**src/rtl/vb_pkg.sv**
```systemverilog
package vb_pkg;
    typedef enum logic [1:0] {
        S_IDLE = 2'd0,
        S_RESP = 2'd1,
        S_WB   = 2'd2
    } vb_state_e;
endpackage

```
**src/rtl/vb_match.sv**
```systemverilog
module vb_match #(
    parameter int N  = 4,
    parameter int AW = 26,
    localparam int IW = $clog2(N)
) (
    input  logic                 clk,
    input  logic                 rst_n,
    input  logic [N-1:0]         valid,
    input  logic [N-1:0][AW-1:0] addrs,
    input  logic [AW-1:0]        key,
    output logic                 hit,
    output logic [IW-1:0]        hit_idx
);
    logic [N-1:0] hit_vec;

    for (genvar g = 0; g < N; g++) begin : g_cmp
        assign hit_vec[g] = valid[g] && (addrs[g] == key);
    end

    always_comb begin
        hit_idx = '0;
        for (int i = N - 1; i >= 0; i--) begin
            if (hit_vec[i]) hit_idx = IW'(i);
        end
    end

    assign hit = |hit_vec;

    // a line address is held by at most one slot
    p_single_hit_r3: assert property (@(posedge clk) disable iff (!rst_n)
        $onehot0(hit_vec));
endmodule

```
**src/rtl/vb_lru.sv**
```systemverilog
module vb_lru #(
    parameter int N = 4,
    localparam int IW = $clog2(N)
) (
    input  logic          clk,
    input  logic          rst_n,
    input  logic          touch,
    input  logic [IW-1:0] touch_idx,
    input  logic [N-1:0]  valid,
    output logic [IW-1:0] sel_idx
);
    logic [IW-1:0] age [N];
    logic [N-1:0]  oldest_vec;
    logic [IW-1:0] oldest_idx;
    logic [IW-1:0] free_idx;
    logic          has_free;

    always_ff @(posedge clk or negedge rst_n) begin
        if (!rst_n) begin
            for (int i = 0; i < N; i++) age[i] <= IW'(i);
        end else if (touch) begin
            for (int i = 0; i < N; i++) begin
                if (IW'(i) == touch_idx) age[i] <= '0;
                else if (age[i] < age[touch_idx]) age[i] <= age[i] + 1'b1;
            end
        end
    end

    for (genvar g = 0; g < N; g++) begin : g_old
        assign oldest_vec[g] = (age[g] == IW'(N - 1));
    end

    always_comb begin
        oldest_idx = '0;
        free_idx   = '0;
        has_free   = 1'b0;
        for (int i = N - 1; i >= 0; i--) begin
            if (oldest_vec[i]) oldest_idx = IW'(i);
            if (!valid[i]) begin
                free_idx = IW'(i);
                has_free = 1'b1;
            end
        end
        sel_idx = has_free ? free_idx : oldest_idx;
    end

    // ages stay a permutation, so exactly one slot is oldest
    p_one_oldest_r7: assert property (@(posedge clk) disable iff (!rst_n)
        $countones(oldest_vec) == 1);
endmodule

```
**src/rtl/victim_buffer.sv**
```systemverilog
module victim_buffer
    import vb_pkg::*;
#(
    parameter int N  = 4,
    parameter int AW = 26,
    parameter int DW = 128,
    localparam int IW = $clog2(N)
) (
    input  logic          clk,
    input  logic          rst_n,
    output logic          ready,
    input  logic          lk_req,
    input  logic [AW-1:0] lk_addr,
    input  logic          vic_valid,
    input  logic [AW-1:0] vic_addr,
    input  logic          vic_dirty,
    input  logic [DW-1:0] vic_data,
    output logic          rsp_valid,
    output logic          rsp_hit,
    output logic          rsp_dirty,
    output logic [DW-1:0] rsp_data,
    output logic          nl_rd_req,
    output logic [AW-1:0] nl_rd_addr,
    output logic          wb_req,
    input  logic          wb_ack,
    output logic [AW-1:0] wb_addr,
    output logic [DW-1:0] wb_data
);
    vb_state_e state, state_nx;

    logic [N-1:0]         e_valid;
    logic [N-1:0]         e_dirty;
    logic [N-1:0][AW-1:0] e_addr;
    logic [DW-1:0]        e_data [N];

    logic [AW-1:0] q_addr;
    logic          q_vvalid;
    logic [AW-1:0] q_vaddr;
    logic          q_vdirty;
    logic [DW-1:0] q_vdata;
    logic [IW-1:0] ins_q;

    logic          hit;
    logic [IW-1:0] hit_idx;
    logic [IW-1:0] sel_idx;
    logic          need_wb;
    logic          wr_en;
    logic [IW-1:0] wr_idx;
    logic          accept;

    vb_match #(.N(N), .AW(AW)) u_match (
        .clk     (clk),
        .rst_n   (rst_n),
        .valid   (e_valid),
        .addrs   (e_addr),
        .key     (q_addr),
        .hit     (hit),
        .hit_idx (hit_idx)
    );

    vb_lru #(.N(N)) u_lru (
        .clk       (clk),
        .rst_n     (rst_n),
        .touch     (wr_en),
        .touch_idx (wr_idx),
        .valid     (e_valid),
        .sel_idx   (sel_idx)
    );

    assign accept  = (state == S_IDLE) && lk_req;
    assign need_wb = !hit && q_vvalid && e_valid[sel_idx] && e_dirty[sel_idx];

    // state register
    always_ff @(posedge clk or negedge rst_n) begin
        if (!rst_n) state <= S_IDLE;
        else        state <= state_nx;
    end

    always_comb begin
        state_nx = state;
        unique case (state)
            S_IDLE: if (lk_req) state_nx = S_RESP;
            S_RESP: state_nx = need_wb ? S_WB : S_IDLE;
            S_WB:   if (wb_ack) state_nx = S_IDLE;
            default: state_nx = S_IDLE;
        endcase
    end

    // outputs and slot write control
    always_comb begin
        ready      = 1'b0;
        rsp_valid  = 1'b0;
        rsp_hit    = 1'b0;
        rsp_dirty  = 1'b0;
        rsp_data   = '0;
        nl_rd_req  = 1'b0;
        nl_rd_addr = q_addr;
        wb_req     = 1'b0;
        wb_addr    = e_addr[ins_q];
        wb_data    = e_data[ins_q];
        wr_en      = 1'b0;
        wr_idx     = sel_idx;
        unique case (state)
            S_IDLE: ready = 1'b1;
            S_RESP: begin
                rsp_valid = 1'b1;
                rsp_hit   = hit;
                if (hit) begin
                    rsp_dirty = e_dirty[hit_idx];
                    rsp_data  = e_data[hit_idx];
                    wr_en     = 1'b1;
                    wr_idx    = hit_idx;
                end else begin
                    nl_rd_req = 1'b1;
                    wr_en     = q_vvalid && !need_wb;
                end
            end
            S_WB: begin
                wb_req = 1'b1;
                wr_en  = wb_ack;
                wr_idx = ins_q;
            end
            default: ;
        endcase
    end

    // request capture
    always_ff @(posedge clk or negedge rst_n) begin
        if (!rst_n) begin
            q_addr   <= '0;
            q_vvalid <= 1'b0;
            q_vaddr  <= '0;
            q_vdirty <= 1'b0;
            q_vdata  <= '0;
            ins_q    <= '0;
        end else begin
            if (accept) begin
                q_addr   <= lk_addr;
                q_vvalid <= vic_valid;
                q_vaddr  <= vic_addr;
                q_vdirty <= vic_dirty;
                q_vdata  <= vic_data;
            end
            if (state == S_RESP) ins_q <= sel_idx;
        end
    end

    // slot storage
    always_ff @(posedge clk or negedge rst_n) begin
        if (!rst_n) begin
            e_valid <= '0;
            e_dirty <= '0;
            e_addr  <= '0;
            for (int i = 0; i < N; i++) e_data[i] <= '0;
        end else if (wr_en) begin
            e_valid[wr_idx] <= q_vvalid;
            e_dirty[wr_idx] <= q_vdirty;
            e_addr[wr_idx]  <= q_vaddr;
            e_data[wr_idx]  <= q_vdata;
        end
    end

    p_rsp_after_req_r2: assert property (@(posedge clk) disable iff (!rst_n)
        (ready && lk_req) |=> rsp_valid);

    p_rdreq_miss_r5: assert property (@(posedge clk) disable iff (!rst_n)
        nl_rd_req |-> (rsp_valid && !rsp_hit));

    p_wb_hold_r8: assert property (@(posedge clk) disable iff (!rst_n)
        (wb_req && !wb_ack) |=> (wb_req && $stable(wb_addr)));

    p_wb_busy_r8: assert property (@(posedge clk) disable iff (!rst_n)
        wb_req |-> !ready);
endmodule

```
**config.mk**
```make
export PLATFORM = sky130hd
export DESIGN_NAME = victim_buffer
export DESIGN_NICKNAME = d
export VERILOG_FILES = /design/src/rtl/vb_pkg.sv /design/src/rtl/vb_match.sv /design/src/rtl/vb_lru.sv /design/src/rtl/victim_buffer.sv
export SDC_FILE = /design/constraint.sdc
export NUM_CORES = 2
export LEC_CHECK = 0
export BUFFER_PORTS_ARGS = -buffer_cell sky130_fd_sc_hd__clkbuf_2
export CORE_MARGIN = 10
export CORE_UTILIZATION = 50
export CTS_CLUSTER_SIZE = 24
export DETAILED_ROUTE_END_ITERATION = 16
export PLACE_DENSITY = 0.74
export SLEW_MARGIN = 5
export SYNTH_ARGS = -nofsm -noshare
export SYNTH_HDL_FRONTEND = slang
export SYNTH_HIERARCHICAL = 1
export SYNTH_SLANG_ARGS = --single-unit
export TNS_END_PERCENT = 30
```
**constraint.sdc**
```tcl
create_clock -name clk -period 6.8 [get_ports clk]
set_clock_uncertainty 0.2 [all_clocks]
set_input_delay 0.34 -clock clk [delete_from_list [all_inputs] [get_ports clk]]
set_output_delay 0.34 -clock clk [all_outputs]
set_load 0.005 [all_outputs]
```
# Word level (Yosys, flattened, before mapping)
# Index checks and enable logic that the tools add are counted.
[word_totals]
register_bits = 818
latch_bits = 0
ram_bits = 0
mem_bits_ro = 0
input_bits = 186
out_inout_bits = 314
word_cells = 151
mem_count = 0
[classes]
addsub = 4
n_mul = 0
div_mod_pow = 0
order_cmp = 13
n_eq_ne = 15
n_shift = 0
muxes = 70
n_bitwise = 3
n_reduce_logical = 25
[op_table]
columns = ["operator", "count"]
rows = [
  ["$mux W128", 7],
  ["$bmux W128 S2", 2],
  ["$bwmux W512", 1],
  ["$demux W128 S2", 1],
  ["$bwmux W104", 1],
  ["$eq A26 B26 Y1", 4],
  ["$mux W2", 27],
  ["$bmux W26 S2", 1],
  ["$demux W26 S2", 1],
  ["$mux W26", 2],
  ["$mux W1", 17],
  ["$lt A2 B3 Y1 const B", 4],
  ["$logic_and A1 B1 Y1", 11],
  ["$eq A2 B2 Y1 const B", 5],
  ["$reduce_and A2 Y1", 5],
  ["$ge A3 B3 Y1 const B", 3],
  ["$not A2 Y3", 3],
  ["$add A2 B1 Y2 const B", 4],
  ["$bwmux W4", 2],
  ["$lt A2 B2 Y1", 4],
  ["$reduce_bool A2 Y1", 4],
  ["$bmux W1 S2", 3],
  ["$pmux W2 S3", 1],
  ["$bmux W2 S2", 1],
  ["other kinds (12)", 16],
]

# Depth between registers and ports, before layout
[depth]
depth_word = 15
mapped_depth = 18
mapped_depth_nobuf = 15

# Cells and area by module
# Netlist, hierarchy kept.
[modules_own_cells]
columns = ["module", "instances", "cells_per_inst", "area_per_inst_um2", "seq_area_each_um2"]
rows = [
  ["victim_buffer", 1, 2237, 37734.9, 20269.4],
  ["vb_match", 1, 160, 1320.0, 0.0],
  ["vb_lru", 1, 89, 798.3, 205.2],
]

# Worst setup path before layout
# OpenSTA, ideal clock, no wires.
[synth_path]
kind = "register -> register"
from = "register q_addr[19], in the netlist nl_rd_addr[19]"
to = "register u_lru/age[7] (netlist bit)"
setup_ps = 121
arrival_time_ps = 3659
required_time_ps = 6479
path_slack_ps = 2820
path_stages_with_launch = 17
n_path_buf = 2
period_less_slack_ps = 3980
cell_sequence = "dfrtp_1 -> buf_6 -> xnor2_4 -> nand4_1 -> or4_1 -> nor4_2 -> nand4b_1 -> a32o_1 -> nand2_1 -> nand2_1 -> buf_6 -> mux4_1 -> inv_1 -> ha_1 -> o311ai_1 -> o21ai_0 -> a22o_1"
[synth_via]
word_cells_on_any_way = 32
classes_between = "order compare (1); eq/ne (4); mux (12); bitwise (1); reduce/logical (14)"
[synth_rtl]
columns = ["element", "line_no", "source"]
rows = [
  ["start: declaration", "victim_buffer.sv:36", "logic [AW-1:0] q_addr;"],
  ["start signal: assignment", "victim_buffer.sv:138", "q_addr <= lk_addr;"],
  ["$eq A26 B26 Y1", "vb_match.sv:17", "assign hit_vec[g] = valid[g] && (addrs[g] == key);"],
  ["$logic_and A1 B1 Y1", "vb_match.sv:17", ""],
  ["$reduce_or A4 Y1 (*)", "vb_match.sv:27", "assign hit = |hit_vec;"],
  ["net hit", "victim_buffer.sv:43", "logic hit;"],
  ["$mux W2 (*)", "victim_buffer.sv:108", "if (hit) begin"],
  ["$pmux W2 S2 (*)", "victim_buffer.sv:103", "unique case (state)"],
  ["net wr_idx[0]", "victim_buffer.sv:48", "logic [IW-1:0] wr_idx;"],
  ["$not A2 Y3 (implied by the code)", "vb_lru.sv:24", "else if (age[i] < age[touch_idx]) age[i] <= age[i] + 1'b1;"],
  ["$bmux W2 S2", "vb_lru.sv:24", ""],
  ["$mux W2 (implied by the code) (2 in series)", "vb_lru.sv:24", ""],
  ["$lt A2 B2 Y1", "vb_lru.sv:24", ""],
  ["$reduce_bool A2 Y1 (no source line)", "--", ""],
  ["$reduce_and A2 Y1 (no source line)", "--", ""],
  ["end signal: indexed assignment", "vb_lru.sv:23", "if (IW'(i) == touch_idx) age[i] <= '0;"],
  ["end: declaration", "vb_lru.sv:12", "logic [IW-1:0] age [N];"],
]
# Mark *: on every way through the listed nets, which the timed path passes. The rest lies on a longest branch. The select of a mux whose other input is x is not followed.
# A chain may end at the register's enable or synchronous reset.

# Final worst setup path
[layout_path]
from = "register q_addr[23], in the netlist nl_rd_addr[23]"
to = "output port rsp_data[101]"
[layout_via]
elab_chain_len = 12
word_cells_on_any_way = 19
classes_between = "eq/ne (4); mux (9); bitwise (1); reduce/logical (5)"
[layout_rtl]
columns = ["element", "line_no", "source"]
rows = [
  ["$eq A26 B26 Y1", "vb_match.sv:17", ""],
  ["$logic_and A1 B1 Y1", "vb_match.sv:17", ""],
  ["$mux W2 (3 in series)", "vb_match.sv:23", "if (hit_vec[i]) hit_idx = IW'(i);"],
  ["$mux W2 (*)", "vb_match.sv:23", ""],
  ["net hit_idx[0]", "victim_buffer.sv:44", "logic [IW-1:0] hit_idx;"],
  ["$not A2 Y3 (implied by the code) (*)", "victim_buffer.sv:110", "rsp_data = e_data[hit_idx];"],
  ["$bmux W128 S2 (*)", "victim_buffer.sv:110", ""],
  ["$mux W128 (implied by the code) (*) (2 in series)", "victim_buffer.sv:110", ""],
  ["$mux W128 (*)", "victim_buffer.sv:108", ""],
  ["$mux W128 (*)", "victim_buffer.sv:103", ""],
  ["end: declaration", "victim_buffer.sv:21", "output logic [DW-1:0] rsp_data,"],
]
# Marks and branches as above.

==> impl_metrics.ini <==
[final_layout]
drive_gt1_frac = 0.460
final_common_cell = dfrtp_1
fillCellCount = 5755
fin_cells = 4230
layout_common_cells = dfrtp_1 (812), clkbuf_2 (498), mux2_2 (492)
syn2layout_area_growth_pct = 19.9
nets = 3302

[worst_setup_path]
path_class = reg2out
worst-path-max-fanout = 85
startpoint_type = flip-flop
cp.required_ps = 6260
crit_path_end_kind = output port
crit_arrival_ps = 5220

[synth]
yosys_warnings = 6
async_reset_ff_frac = 1.00
syn_area_per_cell_sq_um = 16.0
synthFlopType = dfrtp_1
yosysUniqueCellTypes = 60
syn_nets = 2683
synth_enable_flop_cells = 0
syn_area_sq_mm = 0.0399
ys_ff_latch = 818
synthCells = 2486
ys_seq_area_frac = 0.514

[cts]
clk_pin_slew_ps = 60
clk_latency_ps = 650
post_cts_buffers = 0
cts_buffers = 87
clockBufferDepth = 3
clock_sinks = 818
cts_tree = built
cts_root_buf = clkbuf_16
htree_levels = 3
ctsResizeCount = 0

[power]
power_frac_comb = 0.346
p_leak_nw = 21.7
p_int_mw = 13.4
p_seq_frac = 0.418
swShare = 0.339
powerDensity_mw_per_mm2 = 425
power_switching_mw = 6.88
clkPwrFrac = 0.236
ir_worst_vdd_mv = 0.313

[die]
fp.dieW_um = 302
io_pins = 500
die_h_um = 302
start_util = 0.504
placeableCoreArea_sq_mm = 0.0790
rows = 103
dieArea_sq_mm = 0.0914

[placed_design]
gp_congestion = 0.837
dp.cells = 3880
dpl.hpwl_um = 70700
portBuffers = 499

[flow_run]
cap_violations = 0

[worst_hold_path]
hold_path_class = in2reg

[timing]
slew_viol_final = 0
tightest_slew_ps = 1130
hold_viol = 0
final.setup.tns_ps = 0
setup_viol = 0
rsz0062_at_grt = false
post-route-period-util = 0.847
period_minus_slack_ps = 5760
max_slew_margin = 0.249
fmax_ghz = 0.174

[drt]
detail-route-antenna-nets = 0
drc = 0
viasPerCell = 5.94
wl_um = 111000
wl_per_cell_um = 26.1
drt_iter0_markers = 1323
dr_total_vias = 25100
first_pass_iters = 4

[global_route]
antenna_found_initial = 7
grt_util_all_layers = 0.241
grt_pass1_vias = 27900
grt_pass1_wl_um = 170000
grt_max_degree = 172
grt_overflow = 0

[run_status]
outcome = completed
-- path summary, 6_finish.rpt --
path | from | endpoint | slack, ps | cells after the start
max in group asynchronous | rst_n | e_data[93] | 4610 | 3
worst min-delay path | wb_ack | state[1] | 110 | 4
worst max register to register | nl_rd_addr[20] | e_data[111] | 1560 | 12
worst max-delay path | nl_rd_addr[23] | rsp_data[101] | 1040 | 10
worst min register to register | e_data[62] | e_data[62] | 310 | 1
min in group asynchronous | rst_n | e_data[295] | 150 | 2
-- final cells by class --
| class | count | area (sq um) | share of cell area |
|---|---|---|---|
| Multi-Input combinational cell | 1475 | 18300 | 0.384 |
| Inverter | 11 | 41.3 | 0.000864 |
| Antenna cell | 4 | 10.0 | 0.000209 |
| Timing Repair Buffer | 712 | 4710 | 0.0985 |
| Tap cell | 1050 | 1310 | 0.0275 |
| Clock buffer | 130 | 2570 | 0.0538 |
| Sequential cell | 818 | 20500 | 0.428 |
| Clock inverter | 30 | 328 | 0.00686 |
-- sequential cells by signal, summed over array words and instances (netlist names) --
signal      flops
nl_rd_addr     26
q_vdata       128
e_data        512
e_addr        104
q_vvalid        1
u_lru/age       8
ins_q           2
e_dirty         4
q_vdirty        1
state           2
e_valid         4
q_vaddr        26
-- critical path, stage by stage (launching register included) --
cell and delay, ps:
dfrtp_1 490, xnor2_1 400, nand4_1 140, nor3_1 580, nand2_1 250, a21oi_4 210, buf_12 610, buf_4 870
mux4_2 610, and2_1 190, clkbuf_2 120
-- what timing repair did --
item / 4_1_cts / 5_1_grt
hold buffers: 186 / 0
hold endpoints to repair: 297 / 0
setup endpoints to repair: 0 / 0
-- stage by stage --
stage	hold WS (ps)	power, mW	area [sq um]	setup WS [ps]	util
global route	141	21.4	47800	660	0.605
CTS	64.1	20.5	47800	896	0.605
detailed placement	293	15.5	43000	1600	0.545
floorplan	-156	12.7	39900	2820	-
finish	112	20.3	47800	1040	0.605
global placement	276	15.1	43000	1700	0.545
-- synth_stat cells, drive strengths merged, types with 2 or more instances --
cell | count | area [sq um]
mux4 | 284 | 6400
a32o | 2 | 20.0
o311ai | 4 | 42.6
o21ai | 13 | 65.1
dfrtp | 814 | 20400
ha | 11 | 138
nand3b | 3 | 22.5
o21a | 3 | 22.5
a22o | 4 | 35.0
nor2 | 5 | 18.8
clkbuf | 62 | 233
xor2 | 14 | 123
mux2 | 809 | 9110
mux2i | 2 | 20.0
nand4b | 2 | 17.5
nand4 | 24 | 150
nor4 | 6 | 43.8
buf | 120 | 808
xnor2 | 90 | 815
inv | 11 | 41.3
nor3 | 4 | 25.0
nor2b | 2 | 12.5
dfstp | 4 | 105
a21oi | 12 | 60.1
nor3b | 3 | 22.5
nand2 | 18 | 67.6
or4 | 2 | 15.0
and2 | 131 | 820
nand3 | 6 | 35.0
nand2b | 5 | 31.3
-- power by group through the flow --
stage / Combinational (mW) / Clock, mW / Sequential (mW)
floorplan: 4.95 / 0 / 7.73
detailed placement: 6.98 / 0 / 8.55
global placement: 6.82 / 0 / 8.32
global route: 7.52 / 5.07 / 8.77
finish: 7.04 / 4.79 / 8.49
CTS: 7.12 / 4.88 / 8.47
-- kinds of logic after synthesis --
family,share of synthesized area
buffers and inverters,0.0272
multiplexers,0.390
AO/OA/AOI/OAI,0.00879
AND/OR/NAND/NOR,0.0337
adder cells (fa/ha/maj),0.00345
XOR/XNOR,0.0235
flip-flops,0.514
-- per-layer routing --
metal | GRT usage | wire length, um
met5 | 0 | 46
met4 | 0.107 | 4870
met3 | 0.0479 | 6530
met2 | 0.408 | 55800
met1 | 0.297 | 43400
No activity file was read; power rests on OpenSTA's default activity.
